==> src/rtl/idr_pkg.sv <==
package idr_pkg;

    typedef enum logic [1:0] {
        SH_DEST   = 2'd0,
        SH_SELF   = 2'd1,
        SH_ALL    = 2'd2,
        SH_OTHERS = 2'd3
    } short_e;

    typedef enum logic [2:0] {
        DM_FIXED  = 3'd0,
        DM_LOWEST = 3'd1,
        DM_SMI    = 3'd2,
        DM_RSVD   = 3'd3,
        DM_NMI    = 3'd4,
        DM_INIT   = 3'd5,
        DM_START  = 3'd6,
        DM_EXT    = 3'd7
    } dmode_e;

    typedef enum logic {
        ST_IDLE = 1'b0,
        ST_EMIT = 1'b1
    } state_e;

    localparam logic [3:0] MODEL_FLAT    = 4'hF;
    localparam logic [3:0] MODEL_CLUSTER = 4'h0;
    localparam logic [7:0] DEST_BCAST    = 8'hFF;

endpackage

==> src/rtl/idr_agent_match.sv <==
module idr_agent_match #(
    parameter int N = 8
) (
    input  logic [7:0]     dest_i,
    input  logic [N*8-1:0] id_i,
    input  logic [N*8-1:0] ldest_i,
    input  logic [N*4-1:0] model_i,
    output logic [N-1:0]   phys_hit_o,
    output logic [N-1:0]   log_hit_o
);
    import idr_pkg::*;

    for (genvar g = 0; g < N; g++) begin : g_agent
        logic [7:0] agent_id;
        logic [7:0] agent_ld;
        logic [3:0] agent_model;
        logic       flat_hit;
        logic       clus_hit;

        assign agent_id    = id_i[g*8 +: 8];
        assign agent_ld    = ldest_i[g*8 +: 8];
        assign agent_model = model_i[g*4 +: 4];

        // flat model: any shared bit across the whole byte
        assign flat_hit = (agent_model == MODEL_FLAT) && ((dest_i & agent_ld) != 8'h00);
        // cluster model: same cluster number, shared member bit
        assign clus_hit = (agent_model == MODEL_CLUSTER)
                       && (dest_i[7:4] == agent_ld[7:4])
                       && ((dest_i[3:0] & agent_ld[3:0]) != 4'h0);

        assign phys_hit_o[g] = (agent_id == dest_i);
        assign log_hit_o[g]  = flat_hit | clus_hit;
    end

endmodule

==> src/rtl/idr_pick_first.sv <==
module idr_pick_first #(
    parameter int N = 8
) (
    input  logic [N-1:0] vec_i,
    output logic [N-1:0] first_o
);
    // isolate the lowest set bit
    assign first_o = vec_i & (~vec_i + {{(N-1){1'b0}}, 1'b1});

endmodule

==> src/rtl/idr_target_build.sv <==
module idr_target_build #(
    parameter int N = 8,
    localparam int IDXW = (N > 1) ? $clog2(N) : 1
) (
    input  logic [7:0]      dest_i,
    input  logic            logical_i,
    input  logic [1:0]      short_i,
    input  logic [IDXW-1:0] src_i,
    input  logic [2:0]      dmode_i,
    input  logic [N*8-1:0]  id_i,
    input  logic [N*8-1:0]  ldest_i,
    input  logic [N*4-1:0]  model_i,
    output logic [N-1:0]    mask_o
);
    import idr_pkg::*;

    logic [N-1:0] phys_hit;
    logic [N-1:0] log_hit;
    logic [N-1:0] phys_first;
    logic [N-1:0] self_vec;
    logic [N-1:0] addr_mask;
    logic [N-1:0] route_mask;
    logic [N-1:0] low_mask;

    idr_agent_match #(.N(N)) u_match (
        .dest_i     (dest_i),
        .id_i       (id_i),
        .ldest_i    (ldest_i),
        .model_i    (model_i),
        .phys_hit_o (phys_hit),
        .log_hit_o  (log_hit)
    );

    idr_pick_first #(.N(N)) u_phys_first (
        .vec_i   (phys_hit),
        .first_o (phys_first)
    );

    for (genvar g = 0; g < N; g++) begin : g_self
        assign self_vec[g] = (src_i == IDXW'(g));
    end

    always_comb begin
        if (logical_i) begin
            addr_mask = log_hit;
        end else if (dest_i == DEST_BCAST) begin
            addr_mask = '1;
        end else begin
            addr_mask = phys_first;
        end
    end

    always_comb begin
        unique case (short_e'(short_i))
            SH_DEST:   route_mask = addr_mask;
            SH_SELF:   route_mask = self_vec;
            SH_ALL:    route_mask = '1;
            SH_OTHERS: route_mask = ~self_vec;
            default:   route_mask = addr_mask;
        endcase
    end

    idr_pick_first #(.N(N)) u_low_first (
        .vec_i   (route_mask),
        .first_o (low_mask)
    );

    assign mask_o = (dmode_e'(dmode_i) == DM_LOWEST) ? low_mask : route_mask;

endmodule

==> src/rtl/idr_resolver.sv <==
module idr_resolver #(
    parameter int N = 8,
    localparam int IDXW = (N > 1) ? $clog2(N) : 1
) (
    input  logic            clk,
    input  logic            rst_n,
    input  logic            cmd_valid_i,
    input  logic [7:0]      cmd_dest_i,
    input  logic            cmd_logical_i,
    input  logic [1:0]      cmd_short_i,
    input  logic [IDXW-1:0] cmd_src_i,
    input  logic [2:0]      cmd_dmode_i,
    input  logic [N*8-1:0]  agent_id_i,
    input  logic [N*8-1:0]  agent_ldest_i,
    input  logic [N*4-1:0]  agent_model_i,
    output logic            tgt_valid_o,
    output logic [N-1:0]    tgt_mask_o
);
    import idr_pkg::*;

    state_e       state_q;
    state_e       state_d;
    logic [N-1:0] resolved;
    logic [N-1:0] mask_q;

    idr_target_build #(.N(N)) u_build (
        .dest_i    (cmd_dest_i),
        .logical_i (cmd_logical_i),
        .short_i   (cmd_short_i),
        .src_i     (cmd_src_i),
        .dmode_i   (cmd_dmode_i),
        .id_i      (agent_id_i),
        .ldest_i   (agent_ldest_i),
        .model_i   (agent_model_i),
        .mask_o    (resolved)
    );

    // next-state logic
    always_comb begin
        state_d = state_q;
        unique case (state_q)
            ST_IDLE: if (cmd_valid_i) state_d = ST_EMIT;               // IDLE_TO_EMIT
            ST_EMIT: state_d = cmd_valid_i ? ST_EMIT : ST_IDLE;        // EMIT_STAY / EMIT_TO_IDLE
            default: state_d = ST_IDLE;
        endcase
    end

    // state register
    always_ff @(posedge clk or negedge rst_n) begin
        if (!rst_n) begin
            state_q <= ST_IDLE;
        end else begin
            state_q <= state_d;
        end
    end

    // result register
    always_ff @(posedge clk or negedge rst_n) begin
        if (!rst_n) begin
            mask_q <= '0;
        end else if (cmd_valid_i) begin
            mask_q <= resolved;
        end
    end

    // outputs
    always_comb begin
        tgt_valid_o = (state_q == ST_EMIT);
        tgt_mask_o  = mask_q;
    end

    AST_PULSE_AFTER_CMD: assert property (@(posedge clk) disable iff (!rst_n)
        cmd_valid_i |=> tgt_valid_o);
    AST_NO_STRAY_PULSE: assert property (@(posedge clk) disable iff (!rst_n)
        !cmd_valid_i |=> !tgt_valid_o);
    AST_SELF_ONLY: assert property (@(posedge clk) disable iff (!rst_n)
        (cmd_valid_i && cmd_short_i == 2'd1) |=> (tgt_mask_o == (N'(1) << $past(cmd_src_i))));
    AST_ALL_AGENTS: assert property (@(posedge clk) disable iff (!rst_n)
        (cmd_valid_i && cmd_short_i == 2'd2 && cmd_dmode_i != 3'd1) |=> (&tgt_mask_o));
    AST_SKIP_SENDER: assert property (@(posedge clk) disable iff (!rst_n)
        (cmd_valid_i && cmd_short_i == 2'd3) |=> ((tgt_mask_o & (N'(1) << $past(cmd_src_i))) == '0));
    AST_PHYS_SINGLE: assert property (@(posedge clk) disable iff (!rst_n)
        (cmd_valid_i && cmd_short_i == 2'd0 && !cmd_logical_i && cmd_dest_i != 8'hFF)
        |=> $onehot0(tgt_mask_o));
    AST_LOWEST_SINGLE: assert property (@(posedge clk) disable iff (!rst_n)
        (cmd_valid_i && cmd_dmode_i == 3'd1) |=> $onehot0(tgt_mask_o));
    AST_MASK_HOLD: assert property (@(posedge clk) disable iff (!rst_n)
        !cmd_valid_i |=> $stable(tgt_mask_o));

endmodule

==> config.mk <==
export PLATFORM = sky130hd
export DESIGN_NAME = idr_resolver
export DESIGN_NICKNAME = d
export VERILOG_FILES = /design/src/rtl/idr_pkg.sv /design/src/rtl/idr_agent_match.sv /design/src/rtl/idr_pick_first.sv /design/src/rtl/idr_target_build.sv /design/src/rtl/idr_resolver.sv
export SDC_FILE = /design/constraint.sdc
export NUM_CORES = 1
export LEC_CHECK = 0
export ABC_CLOCK_PERIOD_IN_PS = 1350
export CAP_MARGIN = 20
export CORE_UTILIZATION = 38
export CTS_CLUSTER_DIAMETER = 50
export DETAILED_ROUTE_END_ITERATION = 8
export PLACE_DENSITY_LB_ADDON = 0.3
export SLEW_MARGIN = 20
export SYNTH_ARGS = -nofsm -noshare
export SYNTH_HDL_FRONTEND = slang
export SYNTH_SLANG_ARGS = --single-unit
==> constraint.sdc <==
create_clock -name clk -period 1.35 [get_ports clk]
set_input_delay 0.27 -clock clk [delete_from_list [all_inputs] [get_ports clk]]
set_output_delay 0.27 -clock clk [all_outputs]
set_load 0.005 [all_outputs]
# Yosys cells after proc, flatten, opt, wreduce, memory -nomap -nowiden
# Cells that the tools add are included.
[op_classes]
addsub = 2
eq_ne = 36
n_mux = 5
bitwise_logic = 29
n_reduce_logical = 50
[ops]
columns = ["op", "count"]
rows = [
  ["$and A8 B8 Y8", 10],
  ["$eq A8 B8 Y1", 8],
  ["$reduce_bool A8 Y1", 8],
  ["$and A4 B4 Y4", 8],
  ["$eq A4 B4 Y1", 8],
  ["$eq A4 B4 Y1 const B", 8],
  ["$logic_not A4 Y1", 8],
  ["$pmux W8 S4", 1],
  ["$reduce_bool A4 Y1", 8],
  ["$logic_and A1 B1 Y1", 24],
  ["$mux W8", 3],
  ["$not A8 Y8", 3],
  ["$add A8 B1 Y8 const B", 2],
  ["$eq A3 B3 Y1 const B", 4],
  ["$eq A8 B8 Y1 const B", 1],
  ["$or A1 B1 Y1", 8],
  ["$eq A3 B1 Y1 const B", 2],
  ["$eq A3 B2 Y1 const B", 2],
  ["$eq A2 B2 Y1 const B", 2],
  ["$logic_not A3 Y1", 1],
  ["$eq A2 B1 Y1 const B", 1],
  ["$logic_not A2 Y1", 1],
  ["$mux W1", 1],
]
[totals]
ff_bits = 9
elab_cells = 124

# Logic depth before layout (Yosys ltp)
[depth]
depth_word = 11
depth_mapped = 10

# By module
# Synthesis repeated with hierarchy kept, for this count alone.
[hier_totals]
cells_unflattened = 300
area_unflattened_um2 = 2732.6
[by_module_without_submodules]
columns = ["mod", "instances", "cells_per_inst", "area_each_um2", "seq_area_each_um2"]
rows = [
  ["idr_agent_match", 1, 204, 1696.6, 0.0],
  ["idr_target_build", 1, 58, 511.7, 0.0],
  ["idr_resolver", 1, 18, 356.6, 225.2],
  ["idr_pick_first", 2, 10, 83.8, 0.0],
]

# Worst setup path after synthesis
# OpenSTA, ideal clock, no wires.
[synth_timing]
path_kind = "in2reg"
startpoint = "input port cmd_dest_i[5]"
endpoint = "register mask_q[7], in the netlist tgt_mask_o[7]"
arrival_ns = 2.220
required_time_ns = 1.268
path_slack_ns = -0.952
cell_stages = 9
path_buffers = 1
path_cell_list = "buf_2 -> xor2_1 -> nor4_4 -> a211oi_1 -> o311a_1 -> a211o_1 -> or3b_1 -> nand3b_1 -> a31oi_1"
[synth_via]
elab_chain_len = 11
elab_cells_between_ends = 75
classes_between = "add/sub (2); eq/ne (17); mux (4); bitwise (20); reduce/logical (32)"
[synth_lines]
columns = ["item", "line_no", "source"]
rows = [
  ["start, declared", "idr_resolver.sv:8", "input logic [7:0] cmd_dest_i,"],
  ["$eq A8 B8 Y1", "idr_agent_match.sv:31", "assign phys_hit_o[g] = (agent_id == dest_i);"],
  ["$not A8 Y8", "idr_pick_first.sv:8", "assign first_o = vec_i & (~vec_i + {{(N-1){1'b0}}, 1'b1});"],
  ["$add A8 B1 Y8", "idr_pick_first.sv:8", ""],
  ["$and A8 B8 Y8", "idr_pick_first.sv:8", ""],
  ["$mux W8", "idr_target_build.sv:46", "end else if (dest_i == DEST_BCAST) begin"],
  ["$mux W8 *", "idr_target_build.sv:44", "if (logical_i) begin"],
  ["$pmux W8 S4 *", "idr_target_build.sv:54", "unique case (short_e'(short_i))"],
  ["$not A8 Y8", "idr_pick_first.sv:8", ""],
  ["$add A8 B1 Y8", "idr_pick_first.sv:8", ""],
  ["$and A8 B8 Y8", "idr_pick_first.sv:8", ""],
  ["$mux W8 *", "idr_target_build.sv:68", "assign mask_o = (dmode_e'(dmode_i) == DM_LOWEST) ? low_mask : route_mask;"],
  ["end signal, assigned", "idr_resolver.sv:62", "mask_q <= resolved;"],
  ["end, declared", "idr_resolver.sv:24", "logic [N-1:0] mask_q;"],
]
# Every way passes the cells marked *; elsewhere a longest branch is shown, timed or not.
# A chain may end at the register's enable or synchronous reset.

# Worst setup path after layout
[layout_timing]
startpoint = "input port cmd_dest_i[6]"
endpoint = "register mask_q[5], in the netlist tgt_mask_o[5]"
# The elaborated chain is that of the path after synthesis.

==> flow_summary.ini <==
[floorplan]
design.die.area_sq_mm = 0.00685
boundary_pin_count = 189
core_region_sq_mm = 0.00631
die_w_um = 82.7
core.rowCount = 29
start_util_pct = 39.2
die-height_um = 82.7

[worst_setup_path]
cp_max_fo = 6
worstSetupEndpointType = flip-flop
regToRegSetupSlack_ns = 0.45
cells_on_worst_reg2reg_path = 2
critical-path-max-stage-delay_ns = 0.54
cpMostUsedCell = o211ai_1
worstReg2RegStart = tgt_mask_o[2]$_DFFE_PN0P_
worst_setup_path_start_kind = input pin
path_class = input pin to flip-flop
slowest_stage = or4_4
timing.rr.end = tgt_mask_o[2]$_DFFE_PN0P_
critPathBufInv = 3
crit_arrival_ns = 2.61
critPathTopFamily = simple AND/OR/NAND/NOR gates
cp.required_ns = 1.47
timing.critical_path.cells = buf_8 -> buf_12 -> ha_4 -> or4_4 -> o211ai_1 -> o211ai_1 -> nor2_1 -> a31oi_1 -> or3b_4 -> buf_4 -> a21oi_2 -> mux2_4

[hold_path]
worstHoldPathType = input pin to asynchronous set/reset pin

[synthesis]
ys_warn_count = 0
synth_ff_type = dfrtp_1
synth-seq-area-share_pct = 9.09
synth-async-reset-ratio_pct = 100
number_of_enable_flip_flop_cells_after_synthesis = 0
mappedNetlistArea_sq_mm = 0.00248
yosysTopAreaCellShare_pct = 18.0
postSynthRegisterBits = 9
post_synth_main_area_contributors = xor2_1 18%, ha_1 16%, dfrtp_1 9.1%
synth.largest_area_cell = xor2_1
mappedNetlistNets = 513
syn_inst = 301
postSynthAreaPerCell_sq_um = 8.23
synth_cell_type_count = 51

[placed_design]
routabilityCongestion = 0.881
dpl.hpwl_mm = 8.85
dp_slack_ns = -1.76
post-place-cells = 594
buffer_ports.inserted = 188

[cts]
cts_root_buf = clkbuf_8
ctsHoldBuffers = 0
cts.sink_count = 9
clock_tree.buffer_depth = 2
clk_transition_reported_paths_ns = 0.05
clk-insertion-delay-late_ns = 0.24
htreeDepth = 1
number_of_buffers_created_by_cts = 3
clock_tree_from_tritoncts = built

[grt]
grt_use_total_pct = 35.1
grt_pass1_vias = 3845
grt_overflow = 0
grt_pass1_wl_mm = 17.9
antenna_violations_before_repair = 0
largest_net_degree_at_the_start_of_global_routing = 17

[sta]
final.period_utilization_pct = 184
slew_headroom_pct = 65.9
fin_worst_skew_ns = 0
max_freq_mhz = 401
max_slew.worst_pin.slew_ns = 0.504
worst_slack_ns = -1.14
final-setup-viol-count = 8
grt_setup_unrepaired = yes
min_period_ns = 2.49
slew_viol_final = 0
final-hold-violation-count = 0

[run_status]
outcome = finished, violations left
failed_checks = setup timing

[finish]
syn_to_final_growth_pct = 121
commonest_non_fill_non_tap_cell_in_the_layout = clkdlybuf4s50_1
insertedDiodeCount = 0
fillers = 361
drive_above_1_share_pct = 28.9
cell_count_final_fillers_out = 616
mostFrequentLayoutCells = 119 x clkdlybuf4s50_1, 46 x buf_4, 44 x xor2_1
fin_nets = 752

[detailed_routing]
post-route-drc-count = 0
postRouteWirelength_mm = 12.7
first_drt_pass_iteration_count = 5
vias_per_cell = 5.96
drt_iter0_drc = 276
via_count = 3672
drtAntennaViolNets = 0
detail_routed_net_length_per_standard_cell_um = 20.6

[power_and_ir_drop]
power_density_of_the_placed_cells_mw_per_mm2 = 420
static-leakage-power_nw = 2.26
finalPower_w = 0.00229
worst_ir_drop_vdd_mv = 0.445

[run]
max-cap-violations = 0
[metal layers]
metal / vias to the layer above / wire, um / track usage (%)
met5: - / 0 / 0
met2: 282 / 6420 / 66.6
met4: 0 / 639 / 12.6
li1: 1632 / - / -
met1: 1696 / 4390 / 36.9
met3: 62 / 1260 / 8.79
[worst max-delay path by stage]
stage	start	cells past startpoint	end	slack, ns
2_1_floorplan	cmd_dest_i[6]	9	tgt_mask_o[7]$_DFFE_PN0P_	-0.93
3_3_place_gp	cmd_dest_i[5]	11	tgt_mask_o[7]$_DFFE_PN0P_	-1.70
3_5_place_dp	cmd_dest_i[4]	11	tgt_mask_o[5]$_DFFE_PN0P_	-1.76
4_1_cts	cmd_dest_i[7]	11	tgt_mask_o[6]$_DFFE_PN0P_	-0.94
5_1_grt	cmd_dest_i[6]	12	tgt_mask_o[5]$_DFFE_PN0P_	-1.19
6_report	cmd_dest_i[6]	12	tgt_mask_o[5]$_DFFE_PN0P_	-1.14
[power by group]
group	total (W)	internal (W)	switching [W]
clock	0.000330	0.000207	0.000123
sequential	0.000326	0.000304	0.0000218
combinational	0.00164	0.000966	0.000672
[what timing repair did]
| item | 4_1_cts | 5_1_grt |
|---|---|---|
| buffers inserted | 17 | 3 |
| resized for setup | 193 | 30 |
| pin swaps | 60 | 15 |
| gates cloned | 1 | 0 |
| endpoints found under the setup margin | 16 | 9 |
[cell type report]
class / instances / area [sq um] / share of cell area [%]
multi-input combinational: 274 / 2640 / 48.3
timing repair buffer: 251 / 2450 / 44.9
sequential: 9 / 225 / 4.12
tap: 77 / 96.3 / 1.76
clock buffer: 4 / 45.0 / 0.824
inverter: 1 / 3.75 / 0.0687
[flip-flops by register name, indices dropped and copies added, names as in the netlist]
register / cells
tgt_valid_o: 1
tgt_mask_o: 8
[cell families after synthesis]
group | share of synthesized area, %
buf+inv | 4.14
flops | 9.09
xor+xnor | 25.8
mux | 1.36
fa+ha+maj | 16.2
compound gates | 17.9
simple gates | 25.6
[per-stage QoR]
stage | hold WS [ns] | area (sq um) | setup TNS, ns | util, %
floorplan | -0.0256 | 2630 | -5.49 | -
detailed placement | 0.507 | 4860 | -12.99 | 76.9
finish | 0.341 | 5470 | -7.41 | 86.6
CTS | 0.343 | 5340 | -6.70 | 84.5
global route | 0.368 | 5470 | -7.77 | 86.6
global placement | 0.503 | 4860 | -12.63 | 76.9
[cells in the mapped netlist (2+ instances only)]
master	instances
buf_1	3
a21oi_1	12
dfrtp_1	9
a222oi_1	2
or4_1	10
nand4b_1	3
a31oi_1	3
nand4_1	14
xor2_1	51
nor4_4	2
nor2b_1	2
o21ai_0	16
ha_1	32
buf_2	7
clkbuf_1	3
nor4_1	24
nand2b_1	3
nor4bb_1	3
buf_6	3
xnor2_1	20
nor4b_1	2
o211ai_1	4
a31o_2	4
nor2_1	13
mux2_2	3
o31ai_1	2
a22oi_1	8
a221oi_1	2
a211o_1	2
a22o_1	2
nand2_1	17
Power figures use the tool's default switching activity.
